**src/rtl/mcw_rx_pkg.sv**
```systemverilog
package mcw_rx_pkg;

    localparam int DW    = 8;
    localparam int LEN_W = 2;
    localparam int CNT_W = 3;
    localparam int BIT_W = $clog2(DW);
    localparam int NFLG  = 4;

    typedef struct packed {
        logic [LEN_W-1:0] len_sel;
        logic [CNT_W-1:0] cnt_sel;
        logic             par_en;
        logic             par_odd;
        logic             par_inside;
        logic             rate_1x;
    } rx_cfg_t;

    typedef enum logic [2:0] {
        ST_IDLE,
        ST_START,
        ST_DATA,
        ST_PAR,
        ST_STOP,
        ST_BRK
    } rx_state_e;

    typedef struct packed {
        logic          valid;
        logic [DW-1:0] data;
    } rx_char_t;

    typedef struct packed {
        logic par;
        logic frm;
        logic brk;
    } rx_err_t;

    function automatic logic [BIT_W:0] char_bits(input logic [LEN_W-1:0] sel);
        return (BIT_W+1)'(DW - (1 << LEN_W) + 1) + (BIT_W+1)'(sel);
    endfunction

endpackage

```
**src/rtl/mcw_rx_sampler.sv**
```systemverilog
module mcw_rx_sampler #(
    parameter int OVERSAMPLE = 16
) (
    input  logic clk,
    input  logic rst,
    input  logic tick,
    input  logic line,
    input  logic rate_1x,
    input  logic hunting,
    output logic start_seen,
    output logic smp
);
    localparam int PW = $clog2(OVERSAMPLE);
    localparam logic [PW-1:0] MID  = PW'(OVERSAMPLE / 2 - 1);
    localparam logic [PW-1:0] LAST = PW'(OVERSAMPLE - 1);

    logic [PW-1:0] phase;

    assign start_seen = hunting & tick & ~line;
    assign smp        = ~hunting & tick & (rate_1x | (phase == MID));

    always_ff @(posedge clk) begin
        if (rst) begin
            phase <= '0;
        end else if (start_seen) begin
            phase <= '0;
        end else if (tick && !hunting) begin
            if (phase == LAST) phase <= '0;
            else               phase <= phase + 1'b1;
        end
    end

endmodule

```
**src/rtl/mcw_rx_framer.sv**
```systemverilog
module mcw_rx_framer
    import mcw_rx_pkg::*;
(
    input  logic     clk,
    input  logic     rst,
    input  logic     rx_enable,
    input  rx_cfg_t  cfg,
    input  logic     line,
    input  logic     start_seen,
    input  logic     smp,
    output logic     hunting,
    output rx_char_t chr,
    output rx_err_t  err_set,
    output logic     first_char
);
    rx_state_e        state;
    logic [DW-1:0]    shreg;
    logic [BIT_W-1:0] bit_idx;
    logic [CNT_W-1:0] chr_idx;
    logic             par_acc;
    logic             all_zero;

    logic [BIT_W:0]   nbits;
    logic             last_bit;
    logic             last_chr;
    logic [DW-1:0]    shifted;
    logic             stop_smp;

    assign nbits    = char_bits(cfg.len_sel);
    assign last_bit = ({1'b0, bit_idx} == nbits - 1'b1);
    assign last_chr = (chr_idx == cfg.cnt_sel);
    assign shifted  = {line, shreg[DW-1:1]};
    assign hunting  = (state == ST_IDLE) && rx_enable;
    assign stop_smp = (state == ST_STOP) && smp;

    always_comb begin
        chr.valid   = (state == ST_DATA) && smp && last_bit;
        chr.data    = shifted >> ((BIT_W+1)'(DW) - nbits);
        err_set.frm = stop_smp && !line;
        err_set.brk = stop_smp && !line && all_zero;
        err_set.par = stop_smp && cfg.par_en && (par_acc ^ cfg.par_odd);
    end

    always_ff @(posedge clk) begin
        if (rst) begin
            state      <= ST_IDLE;
            shreg      <= '0;
            bit_idx    <= '0;
            chr_idx    <= '0;
            par_acc    <= 1'b0;
            all_zero   <= 1'b1;
            first_char <= 1'b0;
        end else if (!rx_enable) begin
            state      <= ST_IDLE;
            first_char <= 1'b0;
        end else begin
            unique case (state)
                ST_IDLE: begin
                    if (start_seen) begin
                        state      <= cfg.rate_1x ? ST_DATA : ST_START;
                        bit_idx    <= '0;
                        chr_idx    <= '0;
                        par_acc    <= 1'b0;
                        all_zero   <= 1'b1;
                        first_char <= 1'b0;
                    end
                end
                ST_START: begin
                    if (smp) state <= line ? ST_IDLE : ST_DATA;
                end
                ST_DATA: begin
                    if (smp) begin
                        shreg    <= shifted;
                        par_acc  <= par_acc ^ line;
                        all_zero <= all_zero & ~line;
                        if (last_bit) begin
                            bit_idx <= '0;
                            if (chr_idx == '0 && cfg.cnt_sel != '0) first_char <= 1'b1;
                            if (last_chr)
                                state <= (cfg.par_en && !cfg.par_inside) ? ST_PAR : ST_STOP;
                            else
                                chr_idx <= chr_idx + 1'b1;
                        end else begin
                            bit_idx <= bit_idx + 1'b1;
                        end
                    end
                end
                ST_PAR: begin
                    if (smp) begin
                        par_acc  <= par_acc ^ line;
                        all_zero <= all_zero & ~line;
                        state    <= ST_STOP;
                    end
                end
                ST_STOP: begin
                    if (smp) begin
                        first_char <= 1'b0;
                        state      <= (!line && all_zero) ? ST_BRK : ST_IDLE;
                    end
                end
                ST_BRK: begin
                    if (line) state <= ST_IDLE;
                end
                default: state <= ST_IDLE;
            endcase
        end
    end

endmodule

```
**src/rtl/mcw_rx_hold.sv**
```systemverilog
module mcw_rx_hold
    import mcw_rx_pkg::*;
(
    input  logic          clk,
    input  logic          rst,
    input  rx_char_t      chr,
    input  rx_err_t       err_set,
    input  logic          hold_read,
    input  logic          err_clear,
    output logic [DW-1:0] hold_data,
    output logic          rx_ready,
    output logic          par_err,
    output logic          ovr_err,
    output logic          frm_err,
    output logic          brk_det
);
    logic [NFLG-1:0] set_v;
    logic [NFLG-1:0] flg_q;
    logic            ovr_set;

    assign ovr_set = chr.valid && rx_ready && !hold_read;
    assign set_v   = {ovr_set, err_set.brk, err_set.frm, err_set.par};

    always_ff @(posedge clk) begin
        if (rst) begin
            hold_data <= '0;
            rx_ready  <= 1'b0;
        end else if (chr.valid) begin
            hold_data <= chr.data;
            rx_ready  <= 1'b1;
        end else if (hold_read) begin
            rx_ready  <= 1'b0;
        end
    end

    always_ff @(posedge clk) begin
        for (int i = 0; i < NFLG; i++) begin
            if (rst) flg_q[i] <= 1'b0;
            else     flg_q[i] <= set_v[i] | (flg_q[i] & ~err_clear);
        end
    end

    assign par_err = flg_q[0];
    assign frm_err = flg_q[1];
    assign brk_det = flg_q[2];
    assign ovr_err = flg_q[3];

endmodule

```
**src/rtl/mcw_rx_top.sv**
```systemverilog
module mcw_rx_top
    import mcw_rx_pkg::*;
#(
    parameter int OVERSAMPLE = 16
) (
    input  logic             clk,
    input  logic             rst,
    input  logic             bit_en,
    input  logic             rx_in,
    input  logic             rx_enable,
    input  logic [LEN_W-1:0] len_sel,
    input  logic [CNT_W-1:0] cnt_sel,
    input  logic             par_en,
    input  logic             par_odd,
    input  logic             par_inside,
    input  logic             rate_1x,
    input  logic             hold_read,
    input  logic             err_clear,
    output logic [DW-1:0]    hold_data,
    output logic             rx_ready,
    output logic             first_char,
    output logic             par_err,
    output logic             ovr_err,
    output logic             frm_err,
    output logic             brk_det
);
    rx_cfg_t  cfg;
    rx_char_t chr;
    rx_err_t  err_set;
    logic     hunting;
    logic     start_seen;
    logic     smp;
    logic     chr_valid;

    assign cfg = '{len_sel: len_sel, cnt_sel: cnt_sel, par_en: par_en,
                   par_odd: par_odd, par_inside: par_inside, rate_1x: rate_1x};
    assign chr_valid = chr.valid;

    mcw_rx_sampler #(.OVERSAMPLE(OVERSAMPLE)) i_sampler (
        .clk        (clk),
        .rst        (rst),
        .tick       (bit_en),
        .line       (rx_in),
        .rate_1x    (rate_1x),
        .hunting    (hunting),
        .start_seen (start_seen),
        .smp        (smp)
    );

    mcw_rx_framer i_framer (
        .clk        (clk),
        .rst        (rst),
        .rx_enable  (rx_enable),
        .cfg        (cfg),
        .line       (rx_in),
        .start_seen (start_seen),
        .smp        (smp),
        .hunting    (hunting),
        .chr        (chr),
        .err_set    (err_set),
        .first_char (first_char)
    );

    mcw_rx_hold i_hold (
        .clk       (clk),
        .rst       (rst),
        .chr       (chr),
        .err_set   (err_set),
        .hold_read (hold_read),
        .err_clear (err_clear),
        .hold_data (hold_data),
        .rx_ready  (rx_ready),
        .par_err   (par_err),
        .ovr_err   (ovr_err),
        .frm_err   (frm_err),
        .brk_det   (brk_det)
    );

endmodule

```
**config.mk**
```make
export PLATFORM = sky130hd
export DESIGN_NAME = mcw_rx_top
export DESIGN_NICKNAME = d
export VERILOG_FILES = /design/src/rtl/mcw_rx_pkg.sv /design/src/rtl/mcw_rx_sampler.sv /design/src/rtl/mcw_rx_framer.sv /design/src/rtl/mcw_rx_hold.sv /design/src/rtl/mcw_rx_top.sv
export SDC_FILE = /design/constraint.sdc
export NUM_CORES = 1
export LEC_CHECK = 0
export BUFFER_PORTS_ARGS = -buffer_cell sky130_fd_sc_hd__buf_2
export CAP_MARGIN = 20
export CORE_ASPECT_RATIO = 0.6
export CORE_MARGIN = 1.5
export CORE_UTILIZATION = 45
export DETAILED_ROUTE_END_ITERATION = 8
export PLACE_DENSITY = 0.77
export RECOVER_POWER = 50
export SETUP_SLACK_MARGIN = 0.02
export SKIP_LAST_GASP = 1
export SYNTH_ARGS = -nofsm -noshare
export SYNTH_HDL_FRONTEND = slang
export SYNTH_SLANG_ARGS = --single-unit
```
**constraint.sdc**
```tcl
create_clock -name clk -period 6.3 [get_ports clk]
set_clock_uncertainty 0.1 [all_clocks]
set_input_delay 0.945 -clock clk [delete_from_list [all_inputs] [get_ports clk]]
set_output_delay 0.945 -clock clk [all_outputs]
set_load 0.05 [all_outputs]
```
==> flow_metrics.tcl <==
set metrics [dict create \
    final_core_util_pct 52.1 \
    period_share_pct 46.4 \
    synth_top_family_by_area "simple AND/OR/NAND/NOR gates" \
    path_cells "clkbuf_1 -> or3b_1 -> o221ai_1 -> o31ai_1 -> nand3_1 -> mux2_2" \
    antennaDiodeCount 0 \
    clock_latency_ps 290 \
    cts-root-buf "clkbuf_8" \
    mostFrequentLayoutCells "36 x dfxtp_1, 29 x nor2_1, 25 x nand2_1" \
    drt-total-wl_um 4180 \
    wire_per_inst_um 13.3 \
    portBuffers 29 \
    path_buf_inv 1 \
    cts_resized 0 \
    crit_path_top_delay_cell "o221ai_1" \
    n_fill_cell 414 \
    synth-main-ff-cell "dfxtp_1" \
    grt_antenna_before_repair 0 \
    ys_types 53 \
    relSlewSlack_pct 25.9 \
    start_util_pct 47.3 \
    grt_max_degree 29 \
    die_w_um 88.2 \
    drtAntennaViolNets 0 \
    num_rows 18 \
    ir_worst_vdd_v 0.0000775 \
    holdWs_ps 356 \
    via_per_inst 5.39 \
    cts_tree "done" \
    multi_input_area_sq_mm 0.00112 \
    place.gp.congestion 0.850 \
    synth_edf_count 0 \
    cp_max_fo 11 \
    layout_setup_ws_ps 3370 \
    yosysSeqAreaShare_pct 36.7 \
    hold_path.class "reg -> reg" \
    cap_violations 0 \
    syn_area_per_cell_sq_um 8.53 \
    rsz0062_at_grt "false" \
    synth_fp_nets 250 \
    synth-simple-area-share_pct 21.8 \
    netlist_area_sq_mm 0.00196 \
    path_delay_family "compound AO/OA/AOI/OAI gates" \
    arrival_ps 3000 \
    ioPinCount 30 \
    worst_pin_slew_ps 1100 \
    synthMuxAreaShare_pct 11.5 \
    synth_adder_area_share_pct 2.55 \
    worstSetupStartpointType "input port" \
    fmax_mhz 342 \
    ys_ff_latch 36 \
    area_growth_pct 10.1 \
    dr_total_vias 1691 \
    cts-htree-levels 2 \
    die_h_um 54.1 \
    finalHoldViolCount 0 \
    cts_sinks 36 \
    synthXorXnorAreaFrac_pct 3.57 \
    nets 274 \
    drive_above_1_share_pct 12.6 \
    drc 0 \
    synth_compound_area_share_pct 18.0 \
    gr-usage-all-layers_pct 19.5 \
    syn_inst 230 \
    regArea_sq_um 721 \
    finalPower_w 0.000418 \
    status "complete, no violations" \
    core_area_sq_mm 0.00414 \
    slowest_delay_ps 760 \
    drv_slew 0 \
    power_density_mw_per_mm2 194 \
    yosys_warnings 0 \
    ctsLongestPathBuffers 2 \
    die-area_sq_mm 0.00478 \
    grt_overflow 0 \
    clkTransAtPathRegs_ps 70 \
    setup_viol 0 \
    p_leak_nw 0.807 \
    setup_tns_ps 0 \
    layout_min_cycle_time_ps 2930 \
    synthArstFlopShare_pct 0 \
    grt_pass1_wl_um 6930 \
    crit_type "in -> reg" \
    pre_cts_slack_ps 3180 \
    endpoint_kind "flip-flop" \
    grt_pass1_vias 1463 \
    required_ps 6370 \
    first_iter_violations 179 \
    first_pass_iters 4 \
    cts_buffers 5 \
    postCtsSetupBuffers 0 \
    layout_commonest_cell "dfxtp_1" \
    hold_buffers 0 \
    hpwl_um 3130 \
]
==> per-layer routing <==
metal / part of all wire (%) / global-route usage (%)
met5: 0 / 0
met4: 0.79 / 5.47
met3: 8.2 / 5.37
met2: 36 / 26.2
met1: 55 / 29.8
==> final timing paths <==
kind                       start             endpoint  slack, ps  cells past startpoint
max                    rx_enable  i_framer.chr_idx[2]       3370                      6
min          i_hold.hold_data[3]  i_hold.hold_data[3]        360                      2
max reg2reg    i_framer.state[2]  i_framer.chr_idx[2]       3680                      5
min reg2reg  i_hold.hold_data[3]  i_hold.hold_data[3]        360                      2
==> worst reg2reg max path: stages (launching register included) <==
cell and delay (ps):
dfxtp_1 430, or3b_1 480, o221ai_1 770, o31ai_1 230
nand3_1 170, mux2_2 330
==> synth_stat cells, types with 3 or more instances <==
| library cell | count | share of area, % |
|---|---|---|
| a21oi_1 | 16 | 4.1 |
| buf_2 | 5 | 1.3 |
| clkbuf_1 | 5 | 0.96 |
| dfxtp_1 | 36 | 37 |
| ha_1 | 4 | 2.6 |
| inv_1 | 11 | 2.1 |
| mux2_2 | 5 | 2.9 |
| mux2i_1 | 17 | 8.7 |
| nand2_1 | 25 | 4.8 |
| nand3_1 | 3 | 0.77 |
| nand4_1 | 3 | 0.96 |
| nor2_1 | 29 | 5.5 |
| nor3_1 | 6 | 1.5 |
| o211ai_1 | 4 | 1.5 |
| o21ai_0 | 5 | 1.3 |
| or3_1 | 3 | 0.96 |
| xor2_1 | 6 | 2.7 |
==> power by group <==
part / internal (W) / switching, W / total [W]
logic: 0.0000137 / 0.0000236 / 0.0000372
registers: 0.000229 / 0.00000213 / 0.000231
clock network: 0.0000750 / 0.0000754 / 0.000150
==> sequential cells by signal (all words and copies together), names as in the netlist, 3 cells and up <==
name / flops
i_framer.shreg: 7
i_sampler.phase: 4
i_framer.bit_idx: 3
i_hold.hold_data: 8
i_hold.flg_q: 4
i_framer.state: 3
i_framer.chr_idx: 3
==> metrics by stage <==
stage          instance area (sq um)  std cells
5_1_grt                         2160        314
3_3_place_gp                    2110        306
6_report                        2160        314
4_1_cts                         2190        313
3_5_place_dp                    2110        306
2_1_floorplan                   1960        230
==> cell families (layout without fill, tap and decap cells) <==
logic type | after synthesis | count (layout)
muxes | 22 | 22
and+or+nand+nor | 87 | 87
DFF | 36 | 36
buffers and inverters | 24 | 48
xor gates and xnor gates | 8 | 8
adders and majority gates | 4 | 4
AOI/OAI and AO/OA | 49 | 49
==> final cells by class <==
type,instances,share of cell area (%)
Timing Repair Buffer,30,6.02
Multi-Input combinational cell,170,51.7
Clock buffer,6,3.36
Clock inverter,1,0.232
Tap cell,60,3.47
Sequential cell,36,33.4
Inverter,11,1.91
No activity file was read; power rests on OpenSTA's default activity.
